--- src/rtl/cfg_engine_pkg.sv ---
package cfg_engine_pkg;

  typedef enum logic [1:0] {
    SZ_BYTE = 2'd0,
    SZ_HALF = 2'd1,
    SZ_WORD = 2'd2,
    SZ_RSVD = 2'd3
  } accSize_e;

  typedef enum logic [1:0] {
    BSEL_NONE = 2'd0,
    BSEL_ADDR = 2'd1,
    BSEL_DATA = 2'd2
  } busSel_e;

  typedef enum logic [2:0] {
    ST_IDLE  = 3'd0,
    ST_ADDR1 = 3'd1,
    ST_READ  = 3'd2,
    ST_ADDR2 = 3'd3,
    ST_WRITE = 3'd4,
    ST_RESP  = 3'd5
  } seqState_e;

  // strobes from control to datapath
  typedef struct packed {
    logic    load;
    logic    capture;
    busSel_e sel;
  } ctlStrobe_t;

  // classification of a request, from datapath to control
  typedef struct packed {
    logic err;
    logic write;
    logic full;
    logic win;
  } reqKind_t;

endpackage

--- src/rtl/cfg_engine_dp.sv ---
module cfg_engine_dp
  import cfg_engine_pkg::*;
#(
  parameter int CFG_BYTES = 256,
  parameter int OFF_W = 12,
  parameter int BUS_W = 8,
  parameter int DEV_W = 5,
  parameter int FN_W = 3,
  parameter int BADDR_W = 32,
  parameter logic [BADDR_W-1:0] ADDR_PORT_IDX = 32'h40,
  parameter logic [BADDR_W-1:0] DATA_PORT_IDX = 32'h41,
  parameter logic [BADDR_W-1:0] WIN_BASE_IDX = 32'h0010_0000
) (
  input  logic               clk,
  input  logic               rstN,
  input  ctlStrobe_t         ctl,
  input  logic               winMode,
  input  logic               reqWrite,
  input  logic [1:0]         reqSize,
  input  logic [BUS_W-1:0]   reqBus,
  input  logic [DEV_W-1:0]   reqDev,
  input  logic [FN_W-1:0]    reqFunc,
  input  logic [OFF_W-1:0]   reqOff,
  input  logic [31:0]        reqWData,
  input  logic [31:0]        busRData,
  output reqKind_t           inKind,
  output reqKind_t           curKind,
  output logic [BADDR_W-1:0] busAddr,
  output logic [31:0]        busWData,
  output logic [31:0]        rspData
);

  localparam int REG_W = $clog2(CFG_BYTES);
  localparam int PACK_W = BUS_W + DEV_W + FN_W + REG_W;
  localparam logic [OFF_W-1:0] LIM_BYTE = OFF_W'(CFG_BYTES - 1);
  localparam logic [OFF_W-1:0] LIM_HALF = OFF_W'(CFG_BYTES - 2);
  localparam logic [OFF_W-1:0] LIM_WORD = OFF_W'(CFG_BYTES - 4);
  localparam logic [31:0] ENABLE_BIT = 32'h8000_0000;

  reqKind_t         rKind;
  logic [1:0]       rSize;
  logic [BUS_W-1:0] rBus;
  logic [DEV_W-1:0] rDev;
  logic [FN_W-1:0]  rFunc;
  logic [REG_W-1:0] rOff;
  logic [31:0]      rWData;
  logic [31:0]      rdWord;

  logic [31:0] packedAddr;
  logic [4:0]  laneShift;
  logic [31:0] sizeMask;
  logic [31:0] laneMask;
  logic [31:0] newLanes;
  logic [31:0] mergedWord;
  logic [31:0] pickedLanes;
  logic        offTooFar;

  // range check on the incoming request
  always_comb begin
    unique case (accSize_e'(reqSize))
      SZ_BYTE: offTooFar = reqOff > LIM_BYTE;
      SZ_HALF: offTooFar = reqOff > LIM_HALF;
      SZ_WORD: offTooFar = reqOff > LIM_WORD;
      default: offTooFar = 1'b1;
    endcase
  end

  assign inKind = '{err:   offTooFar,
                    write: reqWrite,
                    full:  reqSize == SZ_WORD,
                    win:   winMode};

  always_ff @(posedge clk or negedge rstN) begin
    if (!rstN) begin
      rKind  <= '0;
      rSize  <= '0;
      rBus   <= '0;
      rDev   <= '0;
      rFunc  <= '0;
      rOff   <= '0;
      rWData <= '0;
      rdWord <= '0;
    end else begin
      if (ctl.load) begin
        rKind  <= inKind;
        rSize  <= reqSize;
        rBus   <= reqBus;
        rDev   <= reqDev;
        rFunc  <= reqFunc;
        rOff   <= reqOff[REG_W-1:0];
        rWData <= reqWData;
        rdWord <= '0;
      end
      if (ctl.capture) begin
        rdWord <= busRData;
      end
    end
  end

  assign curKind = rKind;

  assign packedAddr = 32'({rBus, rDev, rFunc, rOff[REG_W-1:2], 2'b00});
  assign laneShift = {rOff[1:0], 3'b000};

  always_comb begin
    unique case (accSize_e'(rSize))
      SZ_BYTE: sizeMask = 32'h0000_00FF;
      SZ_HALF: sizeMask = 32'h0000_FFFF;
      default: sizeMask = 32'hFFFF_FFFF;
    endcase
  end

  // lane merge for a read-modify-write
  assign laneMask = sizeMask << laneShift;
  assign newLanes = (rWData & sizeMask) << laneShift;
  assign mergedWord = rKind.full ? rWData : ((rdWord & ~laneMask) | newLanes);

  // lane pick for a read
  assign pickedLanes = rKind.full ? rdWord : ((rdWord >> laneShift) & sizeMask);
  assign rspData = (rKind.write || rKind.err) ? 32'h0 : pickedLanes;

  // back-end address and data
  always_comb begin
    busAddr  = DATA_PORT_IDX;
    busWData = mergedWord;
    if (ctl.sel == BSEL_ADDR) begin
      busAddr  = ADDR_PORT_IDX;
      busWData = ENABLE_BIT | packedAddr;
    end else if (rKind.win) begin
      busAddr = WIN_BASE_IDX + BADDR_W'(packedAddr >> 2);
    end
  end

  AST_ERR_SILENT: assert property (@(posedge clk) disable iff (!rstN)
    rKind.err |-> ctl.sel == BSEL_NONE) else $error("error request reached bus");

endmodule

--- src/rtl/cfg_engine_ctl.sv ---
module cfg_engine_ctl
  import cfg_engine_pkg::*;
(
  input  logic       clk,
  input  logic       rstN,
  input  logic       reqValid,
  input  logic       busAck,
  input  reqKind_t   inKind,
  input  reqKind_t   curKind,
  output logic       reqReady,
  output logic       busReq,
  output logic       busWrite,
  output logic       rspValid,
  output ctlStrobe_t ctl
);

  seqState_e state, stateNext;

  always_ff @(posedge clk or negedge rstN) begin
    if (!rstN) state <= ST_IDLE;
    else       state <= stateNext;
  end

  always_comb begin
    stateNext = state;
    ctl       = '{load: 1'b0, capture: 1'b0, sel: BSEL_NONE};
    busReq    = 1'b0;
    busWrite  = 1'b0;
    unique case (state)
      ST_IDLE: begin
        if (reqValid) begin
          ctl.load = 1'b1;
          if (inKind.err)                      stateNext = ST_RESP;
          else if (!inKind.win)                stateNext = ST_ADDR1;
          else if (inKind.write && inKind.full) stateNext = ST_WRITE;
          else                                  stateNext = ST_READ;
        end
      end
      ST_ADDR1: begin
        busReq   = 1'b1;
        busWrite = 1'b1;
        ctl.sel  = BSEL_ADDR;
        if (busAck) stateNext = (curKind.write && curKind.full) ? ST_WRITE : ST_READ;
      end
      ST_READ: begin
        busReq      = 1'b1;
        ctl.sel     = BSEL_DATA;
        ctl.capture = busAck;
        if (busAck) begin
          if (!curKind.write)   stateNext = ST_RESP;
          else if (curKind.win) stateNext = ST_WRITE;
          else                  stateNext = ST_ADDR2;
        end
      end
      ST_ADDR2: begin
        busReq   = 1'b1;
        busWrite = 1'b1;
        ctl.sel  = BSEL_ADDR;
        if (busAck) stateNext = ST_WRITE;
      end
      ST_WRITE: begin
        busReq   = 1'b1;
        busWrite = 1'b1;
        ctl.sel  = BSEL_DATA;
        if (busAck) stateNext = ST_RESP;
      end
      ST_RESP: stateNext = ST_IDLE;
      default: stateNext = ST_IDLE;
    endcase
  end

  assign reqReady = state == ST_IDLE;
  assign rspValid = state == ST_RESP;

  AST_SINGLE_FLIGHT: assert property (@(posedge clk) disable iff (!rstN)
    reqReady |-> !busReq && !rspValid) else $error("ready while busy");
  AST_RSP_PULSE: assert property (@(posedge clk) disable iff (!rstN)
    rspValid |=> !rspValid && reqReady) else $error("response not a pulse");
  AST_BUS_HOLD: assert property (@(posedge clk) disable iff (!rstN)
    busReq && !busAck |=> busReq && $stable(busWrite)) else $error("bus request dropped");
  AST_ERR_DIRECT: assert property (@(posedge clk) disable iff (!rstN)
    reqValid && reqReady && inKind.err |=> rspValid && !busReq) else $error("error not answered at once");

endmodule

--- src/rtl/cfg_space_engine.sv ---
module cfg_space_engine
  import cfg_engine_pkg::*;
#(
  parameter int CFG_BYTES = 256,
  parameter int OFF_W = 12,
  parameter int BUS_W = 8,
  parameter int DEV_W = 5,
  parameter int FN_W = 3,
  parameter int BADDR_W = 32,
  parameter logic [BADDR_W-1:0] ADDR_PORT_IDX = 32'h40,
  parameter logic [BADDR_W-1:0] DATA_PORT_IDX = 32'h41,
  parameter logic [BADDR_W-1:0] WIN_BASE_IDX = 32'h0010_0000
) (
  input  logic               clk,
  input  logic               rstN,
  input  logic               winMode,
  input  logic               reqValid,
  output logic               reqReady,
  input  logic               reqWrite,
  input  logic [1:0]         reqSize,
  input  logic [BUS_W-1:0]   reqBus,
  input  logic [DEV_W-1:0]   reqDev,
  input  logic [FN_W-1:0]    reqFunc,
  input  logic [OFF_W-1:0]   reqOff,
  input  logic [31:0]        reqWData,
  output logic               rspValid,
  output logic               rspErr,
  output logic [31:0]        rspData,
  output logic               busReq,
  output logic               busWrite,
  output logic [BADDR_W-1:0] busAddr,
  output logic [31:0]        busWData,
  input  logic [31:0]        busRData,
  input  logic               busAck
);

  ctlStrobe_t ctl;
  reqKind_t   inKind;
  reqKind_t   curKind;

  cfg_engine_ctl uCtl (
    .clk      (clk),
    .rstN     (rstN),
    .reqValid (reqValid),
    .busAck   (busAck),
    .inKind   (inKind),
    .curKind  (curKind),
    .reqReady (reqReady),
    .busReq   (busReq),
    .busWrite (busWrite),
    .rspValid (rspValid),
    .ctl      (ctl)
  );

  cfg_engine_dp #(
    .CFG_BYTES     (CFG_BYTES),
    .OFF_W         (OFF_W),
    .BUS_W         (BUS_W),
    .DEV_W         (DEV_W),
    .FN_W          (FN_W),
    .BADDR_W       (BADDR_W),
    .ADDR_PORT_IDX (ADDR_PORT_IDX),
    .DATA_PORT_IDX (DATA_PORT_IDX),
    .WIN_BASE_IDX  (WIN_BASE_IDX)
  ) uDp (
    .clk      (clk),
    .rstN     (rstN),
    .ctl      (ctl),
    .winMode  (winMode),
    .reqWrite (reqWrite),
    .reqSize  (reqSize),
    .reqBus   (reqBus),
    .reqDev   (reqDev),
    .reqFunc  (reqFunc),
    .reqOff   (reqOff),
    .reqWData (reqWData),
    .busRData (busRData),
    .inKind   (inKind),
    .curKind  (curKind),
    .busAddr  (busAddr),
    .busWData (busWData),
    .rspData  (rspData)
  );

  assign rspErr = rspValid && curKind.err;

  AST_BUS_STABLE: assert property (@(posedge clk) disable iff (!rstN)
    busReq && !busAck |=> $stable(busAddr) && $stable(busWData)) else $error("bus fields moved");
  AST_ERR_ZERO: assert property (@(posedge clk) disable iff (!rstN)
    rspErr |-> rspData == 32'h0) else $error("error response carries data");

endmodule

--- config.mk ---
export PLATFORM = sky130hd
export DESIGN_NAME = cfg_space_engine
export DESIGN_NICKNAME = d
export VERILOG_FILES = /design/src/rtl/cfg_engine_pkg.sv /design/src/rtl/cfg_engine_dp.sv /design/src/rtl/cfg_engine_ctl.sv /design/src/rtl/cfg_space_engine.sv
export SDC_FILE = /design/constraint.sdc
export NUM_CORES = 1
export LEC_CHECK = 0
export ABC_AREA = 1
export BUFFER_PORTS_ARGS = -buffer_cell sky130_fd_sc_hd__clkbuf_2
export CORE_MARGIN = 5
export CORE_UTILIZATION = 40
export DETAILED_ROUTE_END_ITERATION = 10
export GPL_TIMING_DRIVEN = 0
export PLACE_DENSITY = 0.66
export SLEW_MARGIN = 0
export SYNTH_ARGS = -nofsm -noshare
export SYNTH_HDL_FRONTEND = slang
export SYNTH_SLANG_ARGS = --single-unit
--- constraint.sdc ---
create_clock -name clk -period 2.9 [get_ports clk]
set_clock_uncertainty 0.15 [all_clocks]
set_input_delay 0.58 -clock clk [delete_from_list [all_inputs] [get_ports clk]]
set_output_delay 0.58 -clock clk [all_outputs]
set_load 0.01 [all_outputs]
==> results by group, run 1 <==
Synthesis
  – Yosys top cell by area: dfrtp_1
  – Seq/Total Area, Yosys: 40.3%
  – Distinct cells, synth: 30
  – Synth warnings: 0
  – Avg Cell Area, Syn: 6.71 um^2
  – Primary FF master, synth: dfrtp_1
  – Number of flops mapped to enable cells by yosys: 0
  – Synth area leaders: dfrtp_1 40%, nand2_1 20%, o21ai_0 9.5%
  – Synth top area share: 40.3%
  – Main combinational cell family by area after synthesis: simple AND/OR/NAND/NOR gates
  – FFs w/ async S/R, synth: 100%
  – Register bit total from synthesis: 97
  – Mux share of post-synthesis cell area: 0%
  – Cells after synthesis: 898
  – Adder-cell share of the synthesized area: 0.208%
  – Compound-Gate Fraction of Synth Area: 19.0%
  – XOR/XNOR share of the synthesized area: 0%
  – Post-synthesis instance area: 0.00602 mm^2
  – Synth Area in Simple Gates: 31.0%

Timing
  – Hold WS: 0.135 ns
  – Fin crit share: 98.9%
  – Worst Tran Pin Value: 0.713 ns
  – Fin worst setup slack: 0.0321 ns
  – FMAX: 349 MHz
  – Fin crit period: 2.87 ns
  – Pins Over Slew Limit: 0
  – Max transition margin: 52.4%
  – Final hold violations: 0
  – RSZ-0062 raised after global routing: true
  – Setup violators final: 0

Clock tree
  – Clk buf depth: 2
  – Clk_lat worst skew: 0.35 ns
  – Clk slew on worst S/H paths: 0.07 ns
  – CTS Root Cell: clkbuf_16
  – H-tree levels: 3
  – CTS tree: built
  – Number of CTS-inserted buffers: 9
  – # clock sinks: 97

Routing
  – First-pass DRT Iterations: 5
  – WL/cell: 18.0 um
  – Total wire length: 23.5 mm
  – Avg Vias per Cell: 5.31
  – DRC: 0
  – Drt initial violations: 559
  – Antenna Nets Post-Route: 0
  – Vias: 6,925

Floorplanning
  – I/O pin count: 201
  – Starting Density: 41.1%
  – Die ar.: 0.0176 mm^2
  – Rows: 44
  – DIE WIDTH: 133 um
  – Core area: 0.0146 mm^2
  – Die height: 133 um

Worst setup path
  – Setup crit end kind: output port
  – Largest stage delay, worst path: 0.44 ns
  – Cell class contributing the biggest share of worst-path delay: buffers and inverters
  – Kind of critical path: flip-flop to output port
  – Crit-path most repeated cell: nor2_1
  – Critical path required time: 2.17 ns
  – Max FO, Critical Path: 10
  – Crit path buf inv count: 4
  – RR Startpoint: uCtl.state[2]
  – Sequence of cells on the critical path: inv_2, clkbuf_4, nor2_1, o21ai_4, nand2_2, buf_4, nor2_1, o21bai_1, nand2_1, clkbuf_2
  – Startpoint class of the critical path: flip-flop
  – Critical Path AT: 2.14 ns
  – Crit-path slowest cell: dfrtp_2
  – Worst Setup SP: uDp.rOff[0]

Global route
  – Grt total ovfl: 0
  – Initial antenna violation count: 0
  – Global-route wire length before repair: 36.2 mm
  – Global-route usage over all layers: 26.2%
  – Pin count of the biggest net entering global routing: 51
  – Vias in the first global route: 6,606

Placed design
  – Dpl cells: 1,281
  – PortBufs: 190
  – Area after DPL: 0.00726 mm^2
  – Post-DP HPWL: 18.4 mm
  – Pre-CTS WS: 0.256 ns
  – RePlAce Congestion: 0.946

Finish
  – Fin nets: 1,216
  – Final Non-Filler Cells: 1,304
  – Finished Cell Area: 0.00764 mm^2
  – Area Growth Syn to Fin: 26.9%
  – # diodes: 0
  – Layout cells sized above 1: 25.5%
  – # fillers: 1,552

Run status
  – Status: finished clean

Power and ir drop
  – P per Cell Area: 1230 mW/mm^2
  – Worst VDD drop: 0.000634 V
  – Leak Pwr: 0.00398 uW

Hold path
  – Hold crit path type: input port to asynchronous set/reset pin

Job
  – Max-cap viol count: 0
==> through the flow <==
stage,util (%),setup TNS [ns],power [uW]
after global routing,52.2,-0.374,10100
after floorplan,-,0,5770
final,52.2,0,9370
after global placement,49.4,-22.64,7870
after CTS,51.4,0,9090
after detailed placement,49.6,0,7960
==> synthesized netlist by cell type (all sizes together), types with 2 or more instances <==
cell type and number:
inv 66, nor3 11, o21ai 122, nor3b 2
nand2 325, buf 44, or2 3, dfrtp 97
o21bai 6, o22ai 16, clkbuf 18, nor2 58
nand3 60, a21oi 52, o211ai 12
==> power by group <==
| part | internal [uW] | switching [uW] |
|---|---|---|
| registers | 2000 | 615 |
| logic | 1880 | 3770 |
| clock network | 581 | 529 |
==> worst paths after layout <==
path | slack [ns] | cells after the start | endpoint
max | 0.03 | 10 | busWData[20]
min | 0.14 | 1 | uDp.rWData[14]
max reg2reg | 0.85 | 7 | uDp.rdWord[1]
min reg2reg | 0.33 | 2 | uDp.rWData[28]
max in group asynchronous | 1.76 | 2 | uDp.rOff[0]
min in group clk | 0.27 | 3 | uDp.rFunc[2]
==> sequential cells by signal, summed over array words and instances (netlist names) <==
| name | cells |
|---|---|
| uDp.rdWord | 32 |
| uDp.rFunc | 3 |
| uDp.rOff | 8 |
| uCtl.state | 3 |
| uDp.rWData | 32 |
| uDp.rBus | 8 |
| uDp.rSize | 2 |
| uDp.rDev | 5 |
| uDp.curKind | 4 |
==> cell families after synthesis <==
group / Yosys count
flops: 97
fa+ha+maj: 1
other cells: 1
simple gates: 461
buf+inv: 128
compound gates: 210
==> layer usage <==
metal  GRT usage [%]  routed length, um
met1            35.5              10100
met2            42.0              10800
met3            5.39               1920
met4            8.37                637
met5               0                  0
==> placed cells by master (no fill, tap or decap), types with 11 or more instances in the layout <==
cell | Yosys | layout
nand2_1 | 320 | 317
clkbuf_2 | 0 | 197
o21ai_0 | 114 | 110
dfrtp_1 | 97 | 96
inv_1 | 61 | 61
nand3_1 | 60 | 60
nor2_1 | 55 | 54
a21oi_1 | 51 | 51
buf_4 | 16 | 22
buf_2 | 25 | 21
o22ai_1 | 16 | 16
clkbuf_1 | 18 | 14
o211ai_1 | 12 | 12
o21ai_1 | 7 | 11
==> repair_timing <==
action,4_1_cts,5_1_grt
endpoints found under the setup margin,40,53
resized for setup,6,30
setup buffers,0,6
hold buffers,0,0
cloned,0,1
pin swaps,0,3
==> final cells by class <==
type                            instances  area [um^2]  share of cell area, %
Tap cell                              184          230                   3.01
Buffer                                 62          352                   4.60
Sequential cell                        97         2430                   31.8
Clock inverter                          3         17.5                  0.229
Inverter                               66          250                   3.27
Timing Repair Buffer                  197         1030                   13.4
Clock buffer                           13          240                   3.14
Multi-Input combinational cell        682         3100                   40.5
Note: power is estimated with default switching activity, not from simulation.
==> inputs of run 2 (changes only) <==
Settings changed: PLACE_DENSITY 0.66 to 0.68.
Clock period 2.9 ns to 2.6 ns, I/O delays scaled along.
==> run 2 against run 1 <==
  * The run now ends with negative setup slack left
  * Worst setup slack worse by 0.046 ns
  * Register-to-register slack worse by 0.29 ns
  * Final cell count is 1.1% higher
  * Core utilization is 2.7 points higher
  * Non-clock buffer count is 14 higher
  * Combinational power is 23% higher
  * Die area stayed put
  * Sequential cell count stayed put
  * Wire length is 1.5% higher
  * Critical path type unchanged
==> results by group, run 2 (synthesized netlist as in run 1, its figures left out) <==
Worst setup path
  – Largest stage delay, worst path: 0.42 ns (-0.02 ns)
  – Sequence of cells on the critical path: buf_4, buf_6, o21ai_0, o22ai_1, a21oi_1, clkbuf_2
  – Max FO, Critical Path: 10 (unchanged)
  – Startpoint class of the critical path: flip-flop
  – Critical Path AT: 1.94 ns (-0.20 ns)
  – Setup crit end kind: output port
  – Kind of critical path: flip-flop to output port
  – Crit-path slowest cell: dfrtp_1
  – Critical path required time: 1.93 ns (-0.24 ns)

Placed design
  – Post-DP HPWL: 18.4 mm (+0.46%)
  – PortBufs: 190 (unchanged)
  – Area after DPL: 0.00726 mm^2 (unchanged)
  – Pre-CTS WS: 0.0206 ns (-0.236 ns)
  – RePlAce Congestion: 0.936 (-1.0%)

Timing
  – Worst Tran Pin Value: 0.640 ns (-0.0730 ns)
  – RSZ-0062 raised after global routing: true
  – Fin crit period: 2.61 ns
  – Max transition margin: 57.3% (+4.9 points)
  – Fin worst setup slack: -0.0139 ns (-0.0459 ns)
  – Pins Over Slew Limit: 0 (unchanged)
  – Final hold violations: 0 (unchanged)
  – FMAX: 383 MHz
  – Fin crit share: 101%
  – Setup violators final: 1 (+1)

Clock tree
  – Clk slew on worst S/H paths: 0.07 ns (about the same)
  – CTS Root Cell: clkbuf_16
  – Clk_lat worst skew: 0.35 ns (about the same)
  – # clock sinks: 97 (unchanged)
  – Number of CTS-inserted buffers: 9 (unchanged)
  – H-tree levels: 3 (unchanged)
  – CTS tree: built
  – Clk buf depth: 2 (unchanged)

Routing
  – Vias: 7,008 (+1.2%)
  – Antenna Nets Post-Route: 0 (unchanged)
  – Drt initial violations: 642 (+15%)
  – First-pass DRT Iterations: 6 (+1)
  – WL/cell: 18.1 um (+0.41%)
  – DRC: 0 (unchanged)
  – Avg Vias per Cell: 5.32 (+0.12%)
  – Total wire length: 23.8 mm (+1.5%)

Floorplanning
  – DIE WIDTH: 133 um (unchanged)
  – Rows: 44 (unchanged)
  – Die ar.: 0.0176 mm^2 (unchanged)
  – Core area: 0.0146 mm^2 (unchanged)
  – Starting Density: 41.1% (unchanged)
  – Die height: 133 um (unchanged)
  – I/O pin count: 201 (unchanged)

Finish
  – Most frequent cells in the layout: 312 x nand2_1, 186 x clkbuf_2, 95 x dfrtp_1
  – Finished Cell Area: 0.00804 mm^2 (+5.2%)
  – Layout cells sized above 1: 29.9% (+4.4 points)
  – Fin nets: 1,230 (+1.2%)
  – Top flop regs: uDp.rWData: 32 flops, uDp.rdWord: 32 flops
  – # diodes: 0 (unchanged)
  – # fillers: 1,489 (-4.1%)
  – Commonest non-fill, non-tap cell in the layout: nand2_1
  – Area Growth Syn to Fin: 33.5%

Global route
  – Initial antenna violation count: 0 (unchanged)
  – Grt total ovfl: 0 (unchanged)
  – Global-route wire length before repair: 36.7 mm (+1.2%)
  – Pin count of the biggest net entering global routing: 56 (+9.8%)
  – Global-route usage over all layers: 26.3% (+0.15 points)
  – Vias in the first global route: 6,871 (+4.0%)

Power and ir drop
  – P per Cell Area: 1400 mW/mm^2 (+14%)
  – Leak Pwr: 0.00414 uW (+4.0%)
  – Worst VDD drop: 0.000719 V (+13%)

Run status
  – Status: finished, violations left
  – Failing checks: negative setup slack

Job
  – Max-cap viol count: 0 (unchanged)

Hold path
  – Hold crit path type: input port to asynchronous set/reset pin
==> run 2: cell count changes in the layout (fill, tap and decap cells not counted), moves of 11 or more <==
cell,before,now
buf_4,22,38
clkbuf_2,197,186
o21ai_0,110,87
o21ai_1,11,31
==> run 2: power by group <==
group / internal (uW) / switching [uW] / total [uW] / leakage (uW)
clock network: 795 / 588 / 1380 / 0.000155
logic: 2470 / 4470 / 6940 / 0.00275
registers: 2230 / 694 / 2920 / 0.00124
total: 5490 / 5750 / 11200 / 0.00414
==> run 2: worst max-delay path, delay by kind of cell, from the launching register on <==
kind	cells	cell delay [ns]
buffers and inverters	3	0.49
flip-flops	1	0.42
AO/OA/AOI/OAI	3	0.67
==> run 2: per-stage QoR <==
stage | instances | TNS [ns] | hold WS (ns) | power [uW] | util (%)
floorplan | 906 | 0 | 0.0744 | 6440 | -
global placement | 1280 | -44.02 | 0.307 | 8820 | 49.4
detailed placement | 1281 | 0 | 0.309 | 8880 | 49.6
CTS | 1307 | -0.0363 | 0.0809 | 10700 | 53.2
global route | 1318 | -0.580 | 0.112 | 12000 | 54.9
finish | 1318 | -0.0139 | 0.0590 | 11200 | 54.9
==> run 2: routing by layer <==
layer	vias up	track usage [%]	part of all wire, %
li1	3365	-	-
met1	3243	35.9	42
met2	336	42.2	46
met3	64	4.59	8.5
met4	0	9.41	3.2
met5	-	0	0
==> run 2: cell type report <==
cell class / instances / area (um^2) / area share, %
Sequential cell: 97 / 2430 / 30.2
Buffer: 61 / 410 / 5.11
Inverter: 66 / 263 / 3.27
Tap cell: 184 / 230 / 2.86
Clock inverter: 5 / 53.8 / 0.669
Timing Repair Buffer: 212 / 1160 / 14.4
Clock buffer: 11 / 253 / 3.14
Multi-Input combinational cell: 682 / 3240 / 40.3
==> run 2: what timing repair did <==
item                                    in CTS  in global routing
gates resized for setup                     58                 75
buffers inserted                             9                 11
cloned                                       1                  1
endpoints found under the setup margin      78                 66
hold buffers                                 0                  0
pin swaps                                    3                 14
==> run 2: final timing paths <==
kind | startpoint | to | slack, ns | depth (start not counted)
max | uDp.rOff[0] | rspData[4] | -0.01 | 6
min | rstN | uDp.rWData[25] | 0.06 | 1
max reg2reg | uCtl.state[2] | uDp.rdWord[26] | 0.56 | 7
min reg2reg | uDp.rWData[28] | uDp.rWData[28] | 0.32 | 2
max in group asynchronous | rstN | uDp.curKind[1] | 1.53 | 2
min in group clk | reqBus[6] | uDp.rBus[6] | 0.21 | 3
==> inputs of run 3 (changes only) <==
Settings changed: CORE_UTILIZATION 40 to 48, CTS_BUF_LIST from default to sky130_fd_sc_hd__clkbuf_4, PLACE_DENSITY 0.68 to 0.8.
==> run 3 against run 2 <==
  * Final area grew 7.8%
  * Critical path depth is 3 higher
  * Wire length increased by 3.5%
  * Final cell count did not move
  * The flow still finishes with violations (negative setup slack)
==> results by group, run 3 (synthesized netlist as in run 1, its figures left out) <==
Run status
  – Status: finished, violations left
  – Failing checks: negative setup slack

Worst setup path
  – Startpoint class of the critical path: flip-flop
  – Max FO, Critical Path: 6 (-4)
  – Critical Path AT: 2.13 ns (+0.19 ns)
  – Kind of critical path: flip-flop to output port
  – Critical path required time: 1.93 ns (about the same)
  – Setup crit end kind: output port

Placed design
  – Post-DP HPWL: 17.6 mm (-4.5%)
  – Pre-CTS WS: 0.0267 ns (+0.00610 ns)
  – PortBufs: 190 (unchanged)
  – RePlAce Congestion: 1.01 (+8.1%)

Clock tree
  – CTS Root Cell: clkbuf_4
  – Clk slew on worst S/H paths: 0.16 ns (+0.09 ns)
  – Clk_lat worst skew: 0.48 ns (+0.13 ns)
  – Number of CTS-inserted buffers: 9 (unchanged)
  – H-tree levels: 3 (unchanged)
  – Clk buf depth: 2 (unchanged)
  – CTS tree: built
  – # clock sinks: 97 (unchanged)

Hold path
  – Hold crit path type: input port to flip-flop

Power and ir drop
  – Net Sw Power: 6520 uW (+13%)
  – P per Cell Area: 1410 mW/mm^2 (+0.66%)
  – Internal Power: 5680 uW (+3.4%)
  – Clock share of power: 6.8% (-5.5 points)
  – Net Sw Frac: 53.5% (+2.3 points)
  – Reg power frac: 24.6% (-1.4 points)
  – Worst VDD drop: 0.000669 V (-6.9%)
  – Gate power share: 68.5% (+6.8 points)
  – Leak Pwr: 0.00434 uW (+4.8%)

Global route
  – Pin count of the biggest net entering global routing: 56 (unchanged)
  – Grt total ovfl: 0 (unchanged)
  – Global-route wire length before repair: 36.5 mm (-0.51%)
  – Global-route usage over all layers: 31.6% (+5.3 points)
  – Vias in the first global route: 6,967 (+1.4%)
  – Initial antenna violation count: 0 (unchanged)

Routing
  – Avg Vias per Cell: 5.67 (+6.6%)
  – DRC: 0 (unchanged)
  – Vias: 7,472 (+6.6%)
  – Drt initial violations: 758 (+18%)
  – Total wire length: 24.7 mm (+3.5%)
  – Antenna Nets Post-Route: 0 (unchanged)
  – WL/cell: 18.7 um (+3.5%)
  – First-pass DRT Iterations: 6 (unchanged)

Floorplanning
  – Starting Density: 48.3% (+7.2 points)
  – Die ar.: 0.0149 mm^2 (-15%)
  – Rows: 41 (-6.8%)
  – Die height: 122 um (-8.1%)
  – Core area: 0.0125 mm^2 (-15%)
  – I/O pin count: 201 (unchanged)
  – DIE WIDTH: 122 um (-8.1%)

Finish
  – Fin nets: 1,242 (+0.98%)
  – Commonest non-fill, non-tap cell in the layout: nand2_1
  – Final Util: 69.5% (+15 points)
  – Layout cells sized above 1: 38.2% (+8.3 points)
  – # diodes: 0 (unchanged)
  – Area Growth Syn to Fin: 43.9%
  – Most frequent cells in the layout: 294 x nand2_1, 142 x clkbuf_2, 92 x dfrtp_1
  – Top flop regs: uDp.rWData: 32 flops, uDp.rdWord: 32 flops

Timing
  – RSZ-0062 raised after global routing: true
  – Fin worst setup slack: -0.195 ns (-0.182 ns)
  – Pins Over Slew Limit: 0 (unchanged)
  – Fin crit period: 2.80 ns (+0.182 ns)
  – Fin crit share: 108% (+7.0 points)
  – Setup violators final: 48 (+47)
  – Max transition margin: 58.0% (+0.71 points)
  – Worst Tran Pin Value: 0.630 ns (-0.0107 ns)
  – Final hold violations: 0 (unchanged)
  – Hold WS: 0.0608 ns (+0.00180 ns)
  – FMAX: 358 MHz (-6.5%)

Job
  – Max-cap viol count: 0 (unchanged)
run 3: changes by cell type in the layout (fill, tap and decap cells not counted), sizes merged:
cell and delta:
inv +1, dlygate4sd3 +1, clkbuf -43, clkinvlp +1
clkinv -1, buf +53
run 3: worst paths after layout:
kind                                   to  cells past startpoint           start  slack, ns
setup / recovery             busWData[19]                      9     uDp.rOff[1]      -0.20
hold / removal               uDp.rFunc[0]                      3      reqFunc[0]       0.06
setup reg to reg            uDp.rWData[8]                      8   uCtl.state[0]       0.47
hold reg to reg            uDp.rWData[30]                      2  uDp.rWData[30]       0.34
max in group asynchronous     uDp.rDev[3]                      3            rstN       1.17
min in group asynchronous   uDp.rdWord[4]                      2            rstN       0.45
run 3: cell type report:
class / count / area, um^2
inverters: 66 / 272
clock inverters: 6 / 58.8
plain buffers: 60 / 459
multi-input cells: 682 / 3770
clock buffers: 10 / 75.1
fillers: 1077 / 3800
well taps: 172 / 215
flip-flops and latches: 97 / 2430
repair buffers: 225 / 1390
run 3: power by group through the flow:
stage	Combinational [uW]	Sequential (uW)	Clock [uW]
after floorplan	3800	2640	0
after global placement	5850	2870	0
after detailed placement	5930	2890	0
after CTS	7010	2910	832
after global routing	8990	3070	897
final	8360	3010	832
run 3: critical path, cell delays in order (launching register included):
cell and delay, ns:
dfrtp_2 0.50, buf_6 0.17, nor2_4 0.13, o21ai_4 0.10, nand2_4 0.12, buf_4 0.12
nor2_1 0.04, o21bai_1 0.23, nand2_1 0.09, clkbuf_2 0.13
run 3: repair_timing:
item,in CTS,in global routing
hold endpoints to repair,42,0
gates cloned,2,3
hold buffers,1,0
gates resized for setup,171,193
setup buffers,20,9
pin swaps,36,40
setup endpoints to repair,82,80
run 3: metrics by stage:
step	area [um^2]	instances	TNS [ns]	power, uW
2_1_floorplan	6050	906	0	6440
3_3_place_gp	7220	1268	-36.18	8720
3_5_place_dp	7250	1269	0	8820
4_1_cts	8030	1307	-2.65	10700
5_1_grt	8670	1318	-10.07	13000
6_report	8670	1318	-4.88	12200
run 3: layer usage:
layer,vias up,part of all wire (%),global-route usage (%)
met5,-,0,0
met4,0,4.9,14.8
met1,3474,39,42.6
met2,478,47,50.2
li1,3403,-,-
met3,117,9.6,4.87
